--- src/rtl/rdsec_pkg.sv ---
package rdsec_pkg;

    typedef enum logic [2:0] {
        ST_IDLE,
        ST_SEARCH,
        ST_WAIT_DATA,
        ST_DELIVER,
        ST_RESULT
    } seq_state_t;

    localparam int FLAG_W     = 6;
    localparam int F_NOMARK   = 0;
    localparam int F_NOTFOUND = 1;
    localparam int F_CRC      = 2;
    localparam int F_NODATA   = 3;
    localparam int F_WRONGTRK = 4;
    localparam int F_BADTRK   = 5;

endpackage

--- src/rtl/rdsec_idcmp.sv ---
module rdsec_idcmp #(
    parameter int ID_W = 8,
    parameter int SZ_W = 8
) (
    input  logic [ID_W-1:0] want_trk,
    input  logic [ID_W-1:0] want_head,
    input  logic [ID_W-1:0] want_sec,
    input  logic [SZ_W-1:0] want_size,
    input  logic [ID_W-1:0] got_trk,
    input  logic [ID_W-1:0] got_head,
    input  logic [ID_W-1:0] got_sec,
    input  logic [SZ_W-1:0] got_size,
    output logic            id_match,
    output logic            trk_diff,
    output logic            trk_all_ones,
    output logic            rest_diff
);
    localparam logic [ID_W-1:0] TRK_ONES = '1;

    logic head_diff;
    logic sec_diff;
    logic size_diff;

    always_comb begin
        trk_diff     = (want_trk != got_trk);
        head_diff    = (want_head != got_head);
        sec_diff     = (want_sec != got_sec);
        size_diff    = (want_size != got_size);
        trk_all_ones = (got_trk == TRK_ONES);
        rest_diff    = head_diff | sec_diff | size_diff;
        id_match     = !trk_diff && !rest_diff;
    end

endmodule

--- src/rtl/rdsec_idxwatch.sv ---
module rdsec_idxwatch #(
    parameter int LIMIT = 2
) (
    input  logic clk,
    input  logic rst_n,
    input  logic clr,
    input  logic tick,
    output logic expire
);
    localparam int CNT_W = $clog2(LIMIT + 1);
    localparam logic [CNT_W-1:0] LAST = CNT_W'(LIMIT - 1);

    logic [CNT_W-1:0] cnt;

    always_comb begin
        expire = tick && (cnt == LAST);
    end

    always_ff @(posedge clk or negedge rst_n) begin
        if (!rst_n) begin
            cnt <= '0;
        end else if (clr) begin
            cnt <= '0;
        end else if (tick && !expire) begin
            cnt <= cnt + CNT_W'(1);
        end
    end

    // a cleared search starts counting from zero
    assert_idx_clear_R10: assert property (@(posedge clk) disable iff (!rst_n)
        clr |=> (cnt == '0));

    // the count never passes the termination point
    assert_idx_bound_R3: assert property (@(posedge clk) disable iff (!rst_n)
        cnt < CNT_W'(LIMIT));

endmodule

--- src/rtl/rdsec_misslog.sv ---
module rdsec_misslog
    import rdsec_pkg::*;
(
    input  logic              clk,
    input  logic              rst_n,
    input  logic              clr,
    input  logic              note,
    input  logic              trk_diff,
    input  logic              trk_all_ones,
    input  logic              rest_diff,
    output logic [FLAG_W-1:0] term_flags
);
    logic seen_q;
    logic trk_q;
    logic ones_q;
    logic rest_q;

    always_ff @(posedge clk or negedge rst_n) begin
        if (!rst_n) begin
            seen_q <= 1'b0;
            trk_q  <= 1'b0;
            ones_q <= 1'b0;
            rest_q <= 1'b0;
        end else if (clr) begin
            seen_q <= 1'b0;
            trk_q  <= 1'b0;
            ones_q <= 1'b0;
            rest_q <= 1'b0;
        end else if (note) begin
            seen_q <= 1'b1;
            if (trk_diff) begin
                trk_q  <= 1'b1;
                ones_q <= trk_all_ones;
            end
            if (rest_diff) begin
                rest_q <= 1'b1;
            end
        end
    end

    always_comb begin
        term_flags             = '0;
        term_flags[F_NOMARK]   = !seen_q;
        term_flags[F_NOTFOUND] = rest_q;
        term_flags[F_WRONGTRK] = trk_q && !ones_q;
        term_flags[F_BADTRK]   = trk_q && ones_q;
    end

    // wrong-track and bad-track codes never appear together
    assert_trk_codes_R4: assert property (@(posedge clk) disable iff (!rst_n)
        !(term_flags[F_WRONGTRK] && term_flags[F_BADTRK]));

    // the log is empty after a clear
    assert_log_clear_R10: assert property (@(posedge clk) disable iff (!rst_n)
        clr |=> (term_flags == FLAG_W'(1 << F_NOMARK)));

endmodule

--- src/rtl/rdsec_seq.sv ---
module rdsec_seq
    import rdsec_pkg::*;
#(
    parameter int ID_W      = 8,
    parameter int SZ_W      = 8,
    parameter int IDX_LIMIT = 2
) (
    input  logic              clk,
    input  logic              rst_n,
    input  logic              start,
    input  logic [ID_W-1:0]   cmd_trk,
    input  logic [ID_W-1:0]   cmd_head,
    input  logic [ID_W-1:0]   cmd_sec,
    input  logic [SZ_W-1:0]   cmd_size,
    input  logic [ID_W-1:0]   cmd_eot,
    input  logic              cmd_skip,
    input  logic              af_valid,
    input  logic [ID_W-1:0]   af_trk,
    input  logic [ID_W-1:0]   af_head,
    input  logic [ID_W-1:0]   af_sec,
    input  logic [SZ_W-1:0]   af_size,
    input  logic              af_crc_ok,
    input  logic              df_valid,
    input  logic              df_deleted,
    input  logic              index_pulse,
    input  logic              df_timeout,
    input  logic              host_abort,
    output logic              read_go,
    output logic [ID_W-1:0]   cur_sec,
    output logic              busy,
    output logic              done,
    output logic [FLAG_W-1:0] res_flags
);
    seq_state_t st;
    seq_state_t nxt;

    logic [ID_W-1:0]   trk_q;
    logic [ID_W-1:0]   head_q;
    logic [SZ_W-1:0]   size_q;
    logic [ID_W-1:0]   eot_q;
    logic              skip_q;

    logic              id_match;
    logic              id_trk_diff;
    logic              id_trk_ones;
    logic              id_rest_diff;
    logic              idx_expire;
    logic [FLAG_W-1:0] log_flags;

    logic              take_cmd;
    logic              advance;
    logic              last_sec;
    logic              finish;
    logic [FLAG_W-1:0] end_flags;
    logic              search_clr;
    logic              in_search;
    logic              note_miss;
    logic              idx_tick;

    rdsec_idcmp #(.ID_W(ID_W), .SZ_W(SZ_W)) u_cmp (
        .want_trk     (trk_q),
        .want_head    (head_q),
        .want_sec     (cur_sec),
        .want_size    (size_q),
        .got_trk      (af_trk),
        .got_head     (af_head),
        .got_sec      (af_sec),
        .got_size     (af_size),
        .id_match     (id_match),
        .trk_diff     (id_trk_diff),
        .trk_all_ones (id_trk_ones),
        .rest_diff    (id_rest_diff)
    );

    rdsec_idxwatch #(.LIMIT(IDX_LIMIT)) u_idx (
        .clk    (clk),
        .rst_n  (rst_n),
        .clr    (search_clr),
        .tick   (idx_tick),
        .expire (idx_expire)
    );

    rdsec_misslog u_log (
        .clk          (clk),
        .rst_n        (rst_n),
        .clr          (search_clr),
        .note         (note_miss),
        .trk_diff     (id_trk_diff),
        .trk_all_ones (id_trk_ones),
        .rest_diff    (id_rest_diff),
        .term_flags   (log_flags)
    );

    // Event qualification for the search-side helpers
    always_comb begin
        in_search  = (st == ST_SEARCH) && !host_abort;
        note_miss  = in_search && af_valid && af_crc_ok && !id_match;
        idx_tick   = in_search && !af_valid && index_pulse;
        last_sec   = (cur_sec == eot_q);
        take_cmd   = start && ((st == ST_IDLE) || (st == ST_RESULT));
        search_clr = take_cmd || (advance && !last_sec);
    end

    // Next-state decision
    always_comb begin
        nxt       = st;
        advance   = 1'b0;
        finish    = 1'b0;
        end_flags = '0;
        unique case (st)
            ST_IDLE, ST_RESULT: begin
                if (start) begin
                    nxt = ST_SEARCH;
                end
            end
            ST_SEARCH: begin
                if (host_abort) begin
                    finish = 1'b1;
                end else if (af_valid) begin
                    if (!af_crc_ok) begin
                        finish           = 1'b1;
                        end_flags[F_CRC] = 1'b1;
                    end else if (id_match) begin
                        nxt = ST_WAIT_DATA;
                    end
                end else if (idx_expire) begin
                    finish    = 1'b1;
                    end_flags = log_flags;
                end
            end
            ST_WAIT_DATA: begin
                if (host_abort) begin
                    finish = 1'b1;
                end else if (df_valid) begin
                    if (df_deleted && skip_q) begin
                        advance = 1'b1;
                    end else begin
                        nxt = ST_DELIVER;
                    end
                end else if (df_timeout) begin
                    finish              = 1'b1;
                    end_flags[F_NODATA] = 1'b1;
                end
            end
            ST_DELIVER: begin
                advance = 1'b1;
            end
            default: begin
                nxt = ST_IDLE;
            end
        endcase
        if (advance) begin
            if (last_sec) begin
                finish = 1'b1;
            end else begin
                nxt = ST_SEARCH;
            end
        end
        if (finish) begin
            nxt = ST_RESULT;
        end
    end

    // State register
    always_ff @(posedge clk or negedge rst_n) begin
        if (!rst_n) begin
            st <= ST_IDLE;
        end else begin
            st <= nxt;
        end
    end

    // Command, sector and result registers
    always_ff @(posedge clk or negedge rst_n) begin
        if (!rst_n) begin
            trk_q     <= '0;
            head_q    <= '0;
            size_q    <= '0;
            eot_q     <= '0;
            skip_q    <= 1'b0;
            cur_sec   <= '0;
            res_flags <= '0;
        end else if (take_cmd) begin
            trk_q     <= cmd_trk;
            head_q    <= cmd_head;
            size_q    <= cmd_size;
            eot_q     <= cmd_eot;
            skip_q    <= cmd_skip;
            cur_sec   <= cmd_sec;
            res_flags <= '0;
        end else begin
            if (advance && !last_sec) begin
                cur_sec <= cur_sec + ID_W'(1);
            end
            if (finish) begin
                res_flags <= end_flags;
            end
        end
    end

    // Outputs decoded from the state
    always_comb begin
        read_go = (st == ST_DELIVER);
        done    = (st == ST_RESULT);
        busy    = (st == ST_SEARCH) || (st == ST_WAIT_DATA) || (st == ST_DELIVER);
    end

    // the read strobe lasts one cycle
    assert_go_single_R8: assert property (@(posedge clk) disable iff (!rst_n)
        read_go |=> !read_go);

    // the result phase holds until a new start
    assert_done_hold_R11: assert property (@(posedge clk) disable iff (!rst_n)
        (done && !start) |=> done);

    // no result code outside the result phase
    assert_flags_idle_R1: assert property (@(posedge clk) disable iff (!rst_n)
        !done |-> (res_flags == '0));

    // a CRC code only follows a bad address field
    assert_crc_cause_R5: assert property (@(posedge clk) disable iff (!rst_n)
        $rose(res_flags[F_CRC]) |-> $past(af_valid && !af_crc_ok));

    // a missing-data code only follows a timeout while waiting
    assert_md_cause_R6: assert property (@(posedge clk) disable iff (!rst_n)
        $rose(res_flags[F_NODATA]) |-> $past((st == ST_WAIT_DATA) && df_timeout));

endmodule

--- config.mk ---
export PLATFORM = sky130hd
export DESIGN_NAME = rdsec_seq
export DESIGN_NICKNAME = d
export VERILOG_FILES = /design/src/rtl/rdsec_pkg.sv /design/src/rtl/rdsec_idcmp.sv /design/src/rtl/rdsec_idxwatch.sv /design/src/rtl/rdsec_misslog.sv /design/src/rtl/rdsec_seq.sv
export SDC_FILE = /design/constraint.sdc
export NUM_CORES = 1
export LEC_CHECK = 0
export BUFFER_PORTS_ARGS = -buffer_cell sky130_fd_sc_hd__buf_2
export CAP_MARGIN = 20
export CORE_MARGIN = 2
export CORE_UTILIZATION = 51
export CTS_CLUSTER_DIAMETER = 100
export CTS_CLUSTER_SIZE = 10
export DETAILED_ROUTE_END_ITERATION = 6
export GPL_TIMING_DRIVEN = 0
export PLACE_DENSITY = 0.93
export SLEW_MARGIN = 20
export SYNTH_ARGS = -nofsm -noshare
export SYNTH_HDL_FRONTEND = slang
export SYNTH_SLANG_ARGS = --single-unit
--- constraint.sdc ---
create_clock -name clk -period 2.15 [get_ports clk]
set_clock_uncertainty 0.15 [all_clocks]
set_input_delay 0.43 -clock clk [delete_from_list [all_inputs] [get_ports clk]]
set_output_delay 0.43 -clock clk [all_outputs]
set_load 0.005 [all_outputs]
# Yosys cells after proc, flatten, opt, wreduce, memory -nomap -nowiden
# Index checks and enable logic that the tools add are counted.
# word_totals
wordCells,117
output_inout_bits,17
register_bits,56
# classes
reduce_logical,37
n_addsub,2
n_bitwise,2
muxes,52
n_eq_ne,11
# ops
cell,n
$mux 3,13
$ne 8x8->1,4
$mux 1,25
$mux 6,4
$mux 8,2
$logic_and 1x1->1,14
$pmux 3 s4,1
$reduce_bool 2->1,6
$logic_not 1->1,9
$add 8x1->8 const B,1
$eq 8x8->1,1
$eq 8x8->1 const B,1
$mux 2,4
$eq 3x2->1 const B,2
$pmux 1 s2,3
$logic_or 1x1->1,4
$reduce_and 2->1,2
$eq 3x1->1 const B,1
$eq 3x3->1 const B,1
$logic_not 3->1,1
$add 2x1->2 const B,1
$eq 2x1->1 const B,1
$or 1x1->1,2
$reduce_or 2->1,1

# Logic depth before layout (Yosys ltp)
# Gate-level depths: netlist of the first run.
# logic_depth
word_depth,13
mapped_depth,7

# By module
# A second synthesis of the first run with hierarchy kept.
# hier_totals
cells_unflattened,335
hier_area_um2,2984.1
# modules_own_cells
module,area_each_um2,n_inst,cells_per_inst
rdsec_seq,2290.9,1,257
rdsec_idcmp,377.9,1,47
rdsec_misslog,195.2,1,20
rdsec_idxwatch,120.1,1,11

# Worst setup path after synthesis of the first run
# OpenSTA, ideal clock, no wires.
# synth_timing
path_type,in2reg
start,in host_abort
end,reg res_flags[1]
setup_time_ns,0.122
setup_slack_ns,0.210
arrival_time_ns,1.668
path_buffers,1
stages,6
required_time_ns,1.878
cell_sequence,nor4b_4 -> nand3_2 -> a221oi_2 -> o21ba_1 -> buf_6 -> a32o_1
# synth_via
elab_chain_len,12
word_cells_on_any_way,21
cone_classes,mux: 15; reduce/logical: 6
# synth_rtl
item,line_no,text
start: declaration,rdsec_seq.sv:27,"input logic host_abort,"
$logic_not 1->1,rdsec_seq.sv:96,in_search = (st == ST_SEARCH) && !host_abort;
$logic_and 1x1->1,rdsec_seq.sv:96,
$logic_and 1x1->1 (2 in series),rdsec_seq.sv:98,idx_tick = in_search && !af_valid && index_pulse;
$logic_and 1x1->1,rdsec_idxwatch.sv:16,expire = tick && (cnt == LAST);
$mux 1,rdsec_seq.sv:126,end else if (idx_expire) begin
$mux 1,rdsec_seq.sv:119,end else if (af_valid) begin
$mux 1,rdsec_seq.sv:117,if (host_abort) begin
$pmux 1 s2,rdsec_seq.sv:110,unique case (st)
$mux 1,rdsec_seq.sv:153,if (last_sec) begin
$mux 1,rdsec_seq.sv:152,if (advance) begin
$reduce_bool 2->1 (no line),-,
end signal: assignment,rdsec_seq.sv:196,res_flags <= end_flags;
end: declaration,rdsec_seq.sv:32,output logic [FLAG_W-1:0] res_flags
# Parallel ways exist; a longest one is shown, timed or not. The select of a mux whose other input is x is not followed.
# A chain may end at the register's enable or synchronous reset.

# Final worst setup path of the first run
# layout_timing
start,reg cur_sec[4]
end,reg st[0]
# layout_via
elab_chain_len,13
word_cells_on_any_way,16
cone_classes,eq/ne: 2; mux: 10; bitwise: 2; reduce/logical: 2
# layout_rtl
item,line_no,text
start: declaration,rdsec_seq.sv:29,"output logic [ID_W-1:0] cur_sec,"
start signal: assignment,rdsec_seq.sv:189,cur_sec <= cmd_sec;
start signal: assignment,rdsec_seq.sv:193,cur_sec <= cur_sec + ID_W'(1);
$ne 8x8->1,rdsec_idcmp.sv:27,sec_diff = (want_sec != got_sec);
$or 1x1->1 (2 in series),rdsec_idcmp.sv:30,rest_diff = head_diff | sec_diff | size_diff;
$logic_not 1->1,rdsec_idcmp.sv:31,id_match = !trk_diff && !rest_diff;
$logic_and 1x1->1,rdsec_idcmp.sv:31,
$mux 3,rdsec_seq.sv:123,end else if (id_match) begin
$mux 3,rdsec_seq.sv:120,if (!af_crc_ok) begin
$mux 3,rdsec_seq.sv:119,
$mux 3,rdsec_seq.sv:117,
$pmux 3 s4,rdsec_seq.sv:110,
$mux 3,rdsec_seq.sv:153,
$mux 3,rdsec_seq.sv:152,
$mux 3 (*),rdsec_seq.sv:159,if (finish) begin
net nxt[0],rdsec_seq.sv:35,seq_state_t nxt;
end signal: assignment,rdsec_seq.sv:169,st <= nxt;
end: declaration,rdsec_seq.sv:34,seq_state_t st;
# The timed path passes the listed nets; every way through them passes the cells marked *.

==> flow_summary_export.csv, run 1 <==
group,metric,value,unit
clocking,clk_pin_slew_worst_paths,0.09,ns
grt,grt_usage,23.9,%
cells_and_area,syn_to_final_growth,25.0,%
power,p_leak,0.00193,uW
worst_setup_path,crit_fanout,6,
floorplanning,core-area,5570,um2
clocking,cts_hold_buf,0,
route,drt_pass1_iterations,4,
route,via_count,2686,
worst_setup_path,start_kind,"register",
worst_setup_path,worstSetupPathType,"register to register",
worst_setup_path,cp-end-kind,"register",
power,total_power,4350,uW
synth,ys_ff_latch,56,
synth,yosysWarnings,0,
cells_and_area,drive_gt1_share,28.6,%
grt,grt_pass1_vias,2682,
worst_setup_path,critical-path-top-delay-family,"compound AO/OA/AOI/OAI gates",
floorplanning,initial_core_util,53.6,%
power,powerDensity,1160,nW/um2
timing,tns,0,ns
place,hpwlAfterDp,5500,um
synth,yosysUniqueCellTypes,42,
synth,synth_nets,416,
cells_and_area,layout.nets,528,
place,place.gp.congestion,0.852,
synth,synthArstFlopShare,100,%
grt,grt_pass1_wl,12000,um
clocking,clkLatencyLatePin,0.30,ns
worst_setup_path,worstPathRequired,2.19,ns
place,placement.io_buffers,99,
clocking,clock_sinks,56,
cells_and_area,final_cell_mix,"nand2_1, buf_2, dfrtp_1",
worst_setup_path,crit_chain,"xor2_1, nor4_4, buf_4, nand4_1, a311o_1, a32o_1",
timing,finalCriticalPeriod,2.10,ns
power,ir_worst_vdd,0.561,mV
min_path,min_path_type,"input pin to async pin",
clocking,cts.path.max_buffers,2,
timing,max-slew-margin-rel,54.1,%
route,wl_per_cell,13.8,um
run_status,status,"finished, final reports clean",
cells_and_area,diodes,0,
timing,tightest_slew,0.689,ns
worst_setup_path,cpMaxStageDelayCell,"dfrtp_1",
grt,grt_max_degree,57,
run,drv_cap,0,
route,ant_nets,0,
clocking,cts-root-buf,"clkbuf_8",
route,drt_iter0_markers,181,
route,viasPerCell,5.21,
route,drc_errors,0,
clocking,htree_levels,2,
timing,rsz0062_at_grt,"true",
worst_setup_path,crit_buf_inv,1,
timing,finalSetupViolCount,0,
worst_setup_path,critPathMaxStageDelay,0.49,ns
floorplanning,ioPinCount,100,
worst_setup_path,rrSetupSlack,0.05,ns
clocking,numCtsBuffers,5,
floorplanning,row_count,27,
synth,synth_seq_area_share,46.9,%
floorplanning,fp.dieH,80.6,um
cells_and_area,fillers,474,
synth,syn-cell-area,2990,um2
floorplanning,die_x,80.6,um
timing,min_period_over_period,97.6,%
cells_and_area,final_common_cell,"nand2_1",
timing,hold_viol,0,
timing,drv_slew,0,
synth,synthCells,331,
floorplanning,dieArea,6490,um2
synth,synthFlopType,"dfrtp_1",
grt,overflow,0,
clocking,cts_tree,"done",
grt,antenna_found_initial,0,
timing,fmax,476,MHz
synth,avgSynthCellArea,9.03,um2
synth,synth_edf_count,0,
worst_setup_path,critPathArrivalTime,2.14,ns
route,wirelength,7130,um
cell type report:
| type | instances | area [um2] | area share (%) |
|---|---|---|---|
| Buffer | 12 | 62.6 | 1.67 |
| Clock buffer | 8 | 90.1 | 2.41 |
| Inverter | 5 | 18.8 | 0.502 |
| Multi-Input combinational cell | 258 | 1530 | 40.9 |
| Sequential cell | 56 | 1400 | 37.5 |
| Tap cell | 72 | 90.1 | 2.41 |
| Timing Repair Buffer | 105 | 543 | 14.5 |
what timing repair did:
item                                   4_1_cts  5_1_grt
gates resized for setup                      3        7
setup endpoints to repair                   12       44
buffers inserted                             0        6
pin swaps                                    0        8
endpoints found under the hold margin        0        0
routing by layer:
| metal | global-route usage [%] | vias to the layer above | wire, um |
|---|---|---|---|
| met5 | 0 | - | 0 |
| met1 | 30.1 | 1246 | 3090 |
| met3 | 5.39 | 11 | 450 |
| met2 | 40.8 | 101 | 3460 |
| met4 | 7.46 | 0 | 124 |
| li1 | - | 1328 | - |
cells in the mapped netlist, types with 2 or more instances:
cell type / number / area, um2
nand4_1: 9 / 56.3
a211oi_1: 4 / 30.0
o21ai_1: 6 / 30.0
a31o_1: 3 / 26.3
nand2b_1: 2 / 12.5
and3_1: 5 / 31.3
dfrtp_1: 56 / 1400
mux2i_1: 2 / 20.0
buf_1: 3 / 11.3
buf_2: 2 / 10.0
and4b_1: 2 / 20.0
nor3_1: 3 / 15.0
nor2b_1: 4 / 25.0
nand3_1: 3 / 15.0
xnor2_1: 29 / 254
nor4_4: 2 / 42.5
nor4_1: 3 / 18.8
and2_1: 2 / 12.5
nor3b_1: 2 / 15.0
a21oi_1: 4 / 20.0
nor2_1: 19 / 71.3
xor2_1: 16 / 140
o21a_1: 2 / 15.0
ha_1: 2 / 25.0
inv_1: 5 / 18.8
clkbuf_1: 6 / 22.5
a32o_1: 4 / 40.0
a211o_1: 3 / 26.3
nand2_1: 115 / 432
flip-flops by register name, indices dropped and copies added (netlist names):
| register | cells |
|---|---|
| res_flags | 6 |
| skip_q | 1 |
| st | 3 |
| size_q | 8 |
| u_log.rest_q | 1 |
| eot_q | 8 |
| head_q | 8 |
| u_idx.cnt | 2 |
| u_log.trk_q | 1 |
| u_log.ones_q | 1 |
| u_log.seen_q | 1 |
| trk_q | 8 |
| cur_sec | 8 |
metrics by stage:
| stage | hold slack [ns] | instances | setup slack, ns | utilization, % | cell area, um2 |
|---|---|---|---|---|---|
| finish | 0.0141 | 516 | 0.0507 | 67.0 | 3740 |
| global route | 0.0611 | 516 | -0.0221 | 67.0 | 3740 |
| detailed placement | 0.337 | 502 | -0.139 | 64.2 | 3580 |
| global placement | 0.328 | 502 | -0.136 | 64.1 | 3570 |
| floorplan | -0.0156 | 331 | 0.210 | - | 2990 |
| CTS | 0.0460 | 510 | 0.00404 | 65.9 | 3680 |
worst register-to-register path, cell delays in order (launching register included):
cell and delay [ns]:
dfrtp_1 0.49, xor2_1 0.21, nor4_4 0.27, buf_4 0.20
nand4_1 0.11, a311o_1 0.34, a32o_1 0.22
cell families after synthesis:
kind of cell               share of synthesized area [%]
AOI/OAI and AO/OA                                   8.67
DFF                                                 46.9
adders and majority gates                          0.837
and+or+nand+nor                                     27.3
buffers and inverters                               2.47
xor gates and xnor gates                            13.2
muxes                                              0.670
final timing paths:
| check | from | endpoint | depth (start not counted) |
|---|---|---|---|
| min reg2reg | head_q[7]$_DFFE_PN0P_ | head_q[7]$_DFFE_PN0P_ | 2 |
| max in group asynchronous | rst_n | st[1]$_DFF_PN0_ | 1 |
| min in group clk | cmd_size[2] | size_q[2]$_DFFE_PN0P_ | 3 |
| min | rst_n | u_log.rest_q$_DFFE_PN0P_ | 1 |
| max reg2reg | cur_sec[4]$_DFFE_PN0N_ | st[0]$_DFF_PN0_ | 6 |
| max | cur_sec[4]$_DFFE_PN0N_ | st[0]$_DFF_PN0_ | 6 |
power breakdown:
group,total (uW),internal (uW),leakage (uW),switching [uW]
registers,1950,1500,0.000708,453
clock network,586,264,0.0000455,322
logic,1810,851,0.00117,963
No activity file was read; power rests on OpenSTA's default activity.
==> run 2, diff against run 1 <==
clock period = 2 ns   (was 2.15 ns; I/O delays follow)
==> flow_summary_export.csv, run 2 (synthesis gave the netlist of run 1 again) <==
group,metric,value,unit
grt,grt_pass1_vias,2739,
timing,rsz0062_at_grt,"true",
min_path,min_path_type,"input pin to async pin",
route,viasPerCell,5.28,
timing,min_period_over_period,102,%
floorplanning,initial_core_util,53.6,%
power,powerDensity,1270,nW/um2
timing,hold_viol,16,
cells_and_area,final_common_cell,"nand2_1",
route,drt_pass1_iterations,4,
floorplanning,fp.dieH,80.6,um
run_status,status,"finished with violations",
timing,tightest_slew,0.694,ns
grt,grt_usage,24.3,%
floorplanning,row_count,27,
route,drt_iter0_markers,164,
timing,finalCriticalPeriod,2.03,ns
clocking,cts-root-buf,"clkbuf_8",
timing,max-slew-margin-rel,53.7,%
cells_and_area,fin_util,68.6,%
route,via_count,2730,
run,drv_cap,0,
clocking,cts_tree,"done",
cells_and_area,final_cells,517,
clocking,clock_sinks,56,
grt,grt_pass1_wl,12200,um
floorplanning,ioPinCount,100,
place,post-place-ws,-0.259,ns
route,drc_errors,0,
route,wl_per_cell,14.3,um
route,ant_nets,0,
clocking,cts.path.max_buffers,2,
floorplanning,dieArea,6490,um2
route,wirelength,7410,um
cells_and_area,diodes,0,
clocking,clk_pin_slew_worst_paths,0.10,ns
clocking,clkLatencyLatePin,0.30,ns
worst_setup_path,critPathArrivalTime,2.07,ns
worst_setup_path,crit_fanout,6,
power,p_leak,0.00195,uW
power,ir_worst_vdd,0.613,mV
timing,fin_ws,-0.0328,ns
timing,holdWs,-0.0138,ns
floorplanning,die_x,80.6,um
clocking,numCtsBuffers,5,
worst_setup_path,worstPathRequired,2.04,ns
cells_and_area,drive_gt1_share,32.1,%
worst_setup_path,crit_chain,"xor2_2, nor4_4, buf_6, nand4_1, a311o_1, a32o_1",
worst_setup_path,cp-end-kind,"register",
place,dp_cells,502,
grt,antenna_found_initial,0,
timing,fmax,492,MHz
clocking,cts_hold_buf,0,
grt,grt_max_degree,57,
clocking,htree_levels,2,
run_status,violations,"hold timing, setup timing",
cells_and_area,syn_to_final_growth,27.8,%
floorplanning,core-area,5570,um2
cells_and_area,layout.nets,529,
place,placement.io_buffers,99,
worst_setup_path,critPathMaxStageDelay,0.50,ns
cells_and_area,final_cell_mix,"nand2_1, buf_2, dfrtp_1",
worst_setup_path,start_kind,"register",
worst_setup_path,worstSetupPathType,"register to register",
worst_setup_path,cpMaxStageDelayCell,"dfrtp_2",
place,hpwlAfterDp,5500,um
place,place.gp.congestion,0.852,
timing,finalSetupViolCount,1,
timing,drv_slew,0,
grt,overflow,0,
-- run 2: changes by cell type in the layout (fill, tap and decap cells not counted), moves of 2 or more --
cell | previous run | this run
clkbuf_1 | 7 | 5
xor2_1 | 16 | 13
dfrtp_1 | 55 | 48
dfrtp_2 | 1 | 8
xor2_2 | 0 | 3
-- run 2: area by class of cell --
cell class / instances / area [um2]
fill: 462 / 1750
multi-input combinational: 259 / 1600
sequential: 56 / 1410
clock buffer: 8 / 90.1
inverter: 5 / 18.8
timing repair buffer: 107 / 566
buffer: 10 / 48.8
tap: 72 / 90.1
-- run 2: worst max-delay path, delay by kind of cell (launching register included) --
kind	cells	cell delay, ns
AO/OA/AOI/OAI	2	0.49
buffers and inverters	1	0.17
XOR/XNOR	1	0.22
flip-flops	1	0.50
AND/OR/NAND/NOR	2	0.40
-- run 2: path summary, 6_finish.rpt --
path                                         from                       end  slack (ns)  depth (start not counted)
min reg2reg                  eot_q[2]$_DFFE_PN0P_      eot_q[2]$_DFFE_PN0P_        0.36                          2
min                                         rst_n  res_flags[4]$_DFFE_PN0P_       -0.01                          1
max reg2reg                cur_sec[4]$_DFFE_PN0N_           st[0]$_DFF_PN0_       -0.03                          6
min in group clk                       cmd_eot[2]      eot_q[2]$_DFFE_PN0P_        0.13                          3
max in group asynchronous                   rst_n           st[2]$_DFF_PN0_        1.22                          1
max                        cur_sec[4]$_DFFE_PN0N_           st[0]$_DFF_PN0_       -0.03                          6
-- run 2: routing by layer --
layer	share of wire (%)	up-vias	GRT usage, %
met5	0	-	0
met4	2.2	0	8.31
met3	7.5	17	5.28
met2	49	116	41.7
met1	41	1271	30.3
li1	-	1326	-
-- run 2: per-stage QoR --
| stage | hold WS [ns] | area [um2] | TNS [ns] | total power, uW |
|---|---|---|---|---|
| after floorplan | -0.0456 | 2990 | 0 | 3370 |
| after global placement | 0.328 | 3570 | -4.57 | 3870 |
| after detailed placement | 0.337 | 3580 | -5.81 | 3980 |
| after CTS | 0.0160 | 3730 | 0 | 4710 |
| after global routing | 0.0349 | 3820 | -0.179 | 5230 |
| final | -0.0138 | 3820 | -0.0328 | 4860 |
-- run 2: what timing repair did --
item / CTS / global route
endpoints found under the setup margin: 47 / 51
pin swaps: 5 / 17
resized for setup: 12 / 17
setup buffers: 6 / 2
gates cloned: 0 / 1
-- run 2: power by group --
part / total, uW / switching, uW / internal [uW]
clock: 627 / 343 / 283
combinational: 2090 / 1100 / 992
sequential: 2140 / 515 / 1630
total: 4860 / 1960 / 2900
==> run 3, diff against run 2 <==
SYNTH_HIERARCHICAL = 1   (was unset)
==> flow_summary_export.csv, run 3 <==
group,metric,value,unit
run_status,violations,"hold timing, setup timing",
timing,max-slew-margin-rel,53.8,%
power,ir_worst_vdd,0.706,mV
power,power_frac_clock,16.1,%
power,powerDensity,1230,nW/um2
floorplanning,initial_core_util,53.5,%
power,p_switching,1970,uW
power,seqPwrFrac,42.5,%
timing,holdWs,-0.0379,ns
worst_setup_path,critPathArrivalTime,2.41,ns
worst_setup_path,crit_buf_inv,2,
clocking,clk_pin_slew_worst_paths,0.10,ns
cells_and_area,final_cell_mix,"nand2_1, buf_2, dfrtp_1",
route,wirelength,8310,um
worst_setup_path,worstPathRequired,2.05,ns
grt,grt_pass1_vias,2862,
synth,synthXorXnorAreaFrac,12.0,%
synth,yosysMostFrequentCell,"nand2_1",
synth,synth_area_leaders,"dfrtp_1, nand2_1, xor2_1, xnor2_1, nor2_1",
synth,post_synth_and_or_nand_nor_area_fraction,27.6,%
grt,grt_max_degree,57,
floorplanning,ioPinCount,100,
route,drc_errors,0,
clocking,numCtsBuffers,5,
worst_setup_path,critPathMaxStageDelay,0.42,ns
synth,synth_seq_area_share,47.0,%
run_status,status,"finished with violations",
route,drt_pass1_iterations,5,
worst_setup_path,critical-path-top-delay-family,"simple AND/OR/NAND/NOR gates",
worst_setup_path,crit_fanout,9,
synth,yosys.area.top_type,"dfrtp_1",
cells_and_area,drive_gt1_share,37.4,%
floorplanning,die_x,80.5,um
synth,yosysWarnings,6,
power,p_leak,0.00205,uW
route,via_count,2875,
grt,antenna_found_initial,0,
grt,grt_pass1_wl,13300,um
clocking,cts-root-buf,"clkbuf_8",
timing,tightest_slew,0.693,ns
clocking,clock_sinks,56,
synth,synth_top_area_share,47.0,%
cells_and_area,fillers,416,
synth,synth_commonest_cells,"nand2_1, dfrtp_1, xor2_1, xnor2_1, nor2_1",
timing,rsz0062_at_grt,"true",
timing,finalCriticalPeriod,2.35,ns
cells_and_area,final_common_cell,"nand2_1",
place,dpl-instance-area,3620,um2
synth,synth_top_family_by_area,"simple AND/OR/NAND/NOR gates",
clocking,clkLatencyLatePin,0.31,ns
floorplanning,row_count,27,
power,total_power,4950,uW
synth,synthCells,335,
synth,avgSynthCellArea,8.91,um2
place,dp_cells,507,
synth,synthFlopType,"dfrtp_1",
synth,synthArstFlopShare,100,%
cells_and_area,layout.nets,546,
route,ant_nets,0,
synth,synth_edf_count,0,
power,p_int,2980,uW
route,viasPerCell,5.38,
worst_setup_path,crit_chain,"buf_4, nor4b_4, a41o_4, a21bo_4, buf_8, nand2_8, and2b_2, mux2_2",
power,pwr-share-comb,41.4,%
worst_setup_path,worstSetupPathType,"register to register",
synth,syn-cell-area,2980,um2
timing,drv_slew,0,
worst_setup_path,cp-end-kind,"register",
place,placement.io_buffers,99,
worst_setup_path,cpMaxStageDelayCell,"dfrtp_2",
synth,ys_ff_latch,56,
route,wl_per_cell,15.6,um
clocking,htree_levels,2,
timing,tns,-5.93,ns
place,hpwlAfterDp,5860,um
place,place.gp.congestion,0.881,
min_path,min_path_type,"input pin to async pin",
grt,overflow,0,
route,drt_iter0_markers,168,
clocking,cts.path.max_buffers,2,
timing,fmax,425,MHz
clocking,cts_tree,"done",
cells_and_area,diodes,0,
synth,synth_compound_area_share,8.89,%
run,drv_cap,0,
cells_and_area,syn_to_final_growth,35.3,%
synth,synthAdderAreaFrac,0.839,%
power,swShare,39.9,%
synth,synth_mux_area_share,0.377,%
worst_setup_path,start_kind,"register",
cells_and_area,final_area,4040,um2
clocking,cts_hold_buf,0,
timing,fin_ws,-0.352,ns
synth,yosysUniqueCellTypes,50,
timing,min_period_over_period,118,%
floorplanning,fp.dieH,80.5,um
floorplanning,core-area,5570,um2
floorplanning,dieArea,6480,um2
cells_and_area,final_cells,534,
grt,grt_usage,27.0,%
timing,hold_viol,27,
timing,finalSetupViolCount,22,
==> run 3: cell count changes after synthesis, sizes merged, moves of 3 or more <==
cell    delta
xnor2     -12
xor2       +8
nor2       -5
and2       +4
and3       -4
or3        +4
a211o      -3
a211oi     -3
a31oi      +3
nand3      +3
nor2b      -3
==> run 3: worst paths after layout <==
| kind | cells past startpoint | endpoint | from | slack, ns |
|---|---|---|---|---|
| worst max-delay path | 8 | u_idx/cnt[0]$_DFFE_PN0P_ | st[2]$_DFF_PN0_ | -0.35 |
| worst min-delay path | 1 | head_q[0]$_DFFE_PN0P_ | rst_n | -0.04 |
| worst max register to register | 8 | u_idx/cnt[0]$_DFFE_PN0P_ | st[2]$_DFF_PN0_ | -0.35 |
| worst min register to register | 2 | size_q[0]$_DFFE_PN0P_ | size_q[0]$_DFFE_PN0P_ | 0.36 |
| max in group asynchronous | 1 | cur_sec[4]$_DFFE_PN0P_ | rst_n | 1.22 |
| min in group clk | 3 | eot_q[6]$_DFFE_PN0P_ | cmd_eot[6] | 0.12 |
==> run 3: what timing repair did <==
| action | in CTS | in global routing |
|---|---|---|
| setup buffers | 12 | 8 |
| setup endpoints to repair | 43 | 30 |
| hold endpoints to repair | 0 | 0 |
| pin swaps | 18 | 14 |
| resized for setup | 22 | 17 |
==> run 3: worst reg2reg max path: cells and delay by family (launching register included) <==
family                 cells  cell delay, ns
buffers and inverters      2            0.31
flip-flops                 1            0.42
multiplexers               1            0.25
AND/OR/NAND/NOR            3            0.57
AO/OA/AOI/OAI              2            0.55
==> run 3: area by class of cell <==
class | count | area, um2 | share of cell area [%]
multi-input cells | 260 | 1660 | 41.0
flip-flops and latches | 56 | 1410 | 35.0
repair buffers | 118 | 648 | 16.0
clock buffers | 7 | 96.3 | 2.39
well taps | 72 | 90.1 | 2.23
plain buffers | 13 | 78.8 | 1.95
clock inverters | 1 | 30.0 | 0.743
inverters | 7 | 26.3 | 0.651
==> run 3: cell families after synthesis <==
family                     Yosys count
xor gates and xnor gates            41
buffers and inverters               20
other                                1
and+or+nand+nor                    178
AOI/OAI and AO/OA                   36
adders and majority gates            2
muxes                                1
DFF                                 56
==> run 3: power by group through the flow <==
stage	Combinational, uW	Clock (uW)	Sequential (uW)
5_1_grt	2260	847	2150
2_1_floorplan	1150	0	1970
3_3_place_gp	1560	0	2060
3_5_place_dp	1650	0	2100
4_1_cts	1900	803	2070
6_report	2050	799	2100
==> run 3: per-layer routing <==
| layer | GRT usage (%) | part of all wire [%] |
|---|---|---|
| met5 | 0 | 0 |
| met1 | 32.4 | 39 |
| met3 | 4.04 | 6.7 |
| met4 | 9.15 | 1.8 |
| met2 | 49.2 | 53 |
==> run 3: through the flow <==
| stage | utilization, % | setup slack [ns] |
|---|---|---|
| 2_1_floorplan | - | -0.262 |
| 3_3_place_gp | 64.9 | -0.606 |
| 3_5_place_dp | 64.9 | -0.622 |
| 4_1_cts | 70.5 | -0.393 |
| 5_1_grt | 72.5 | -0.429 |
| 6_report | 72.5 | -0.352 |
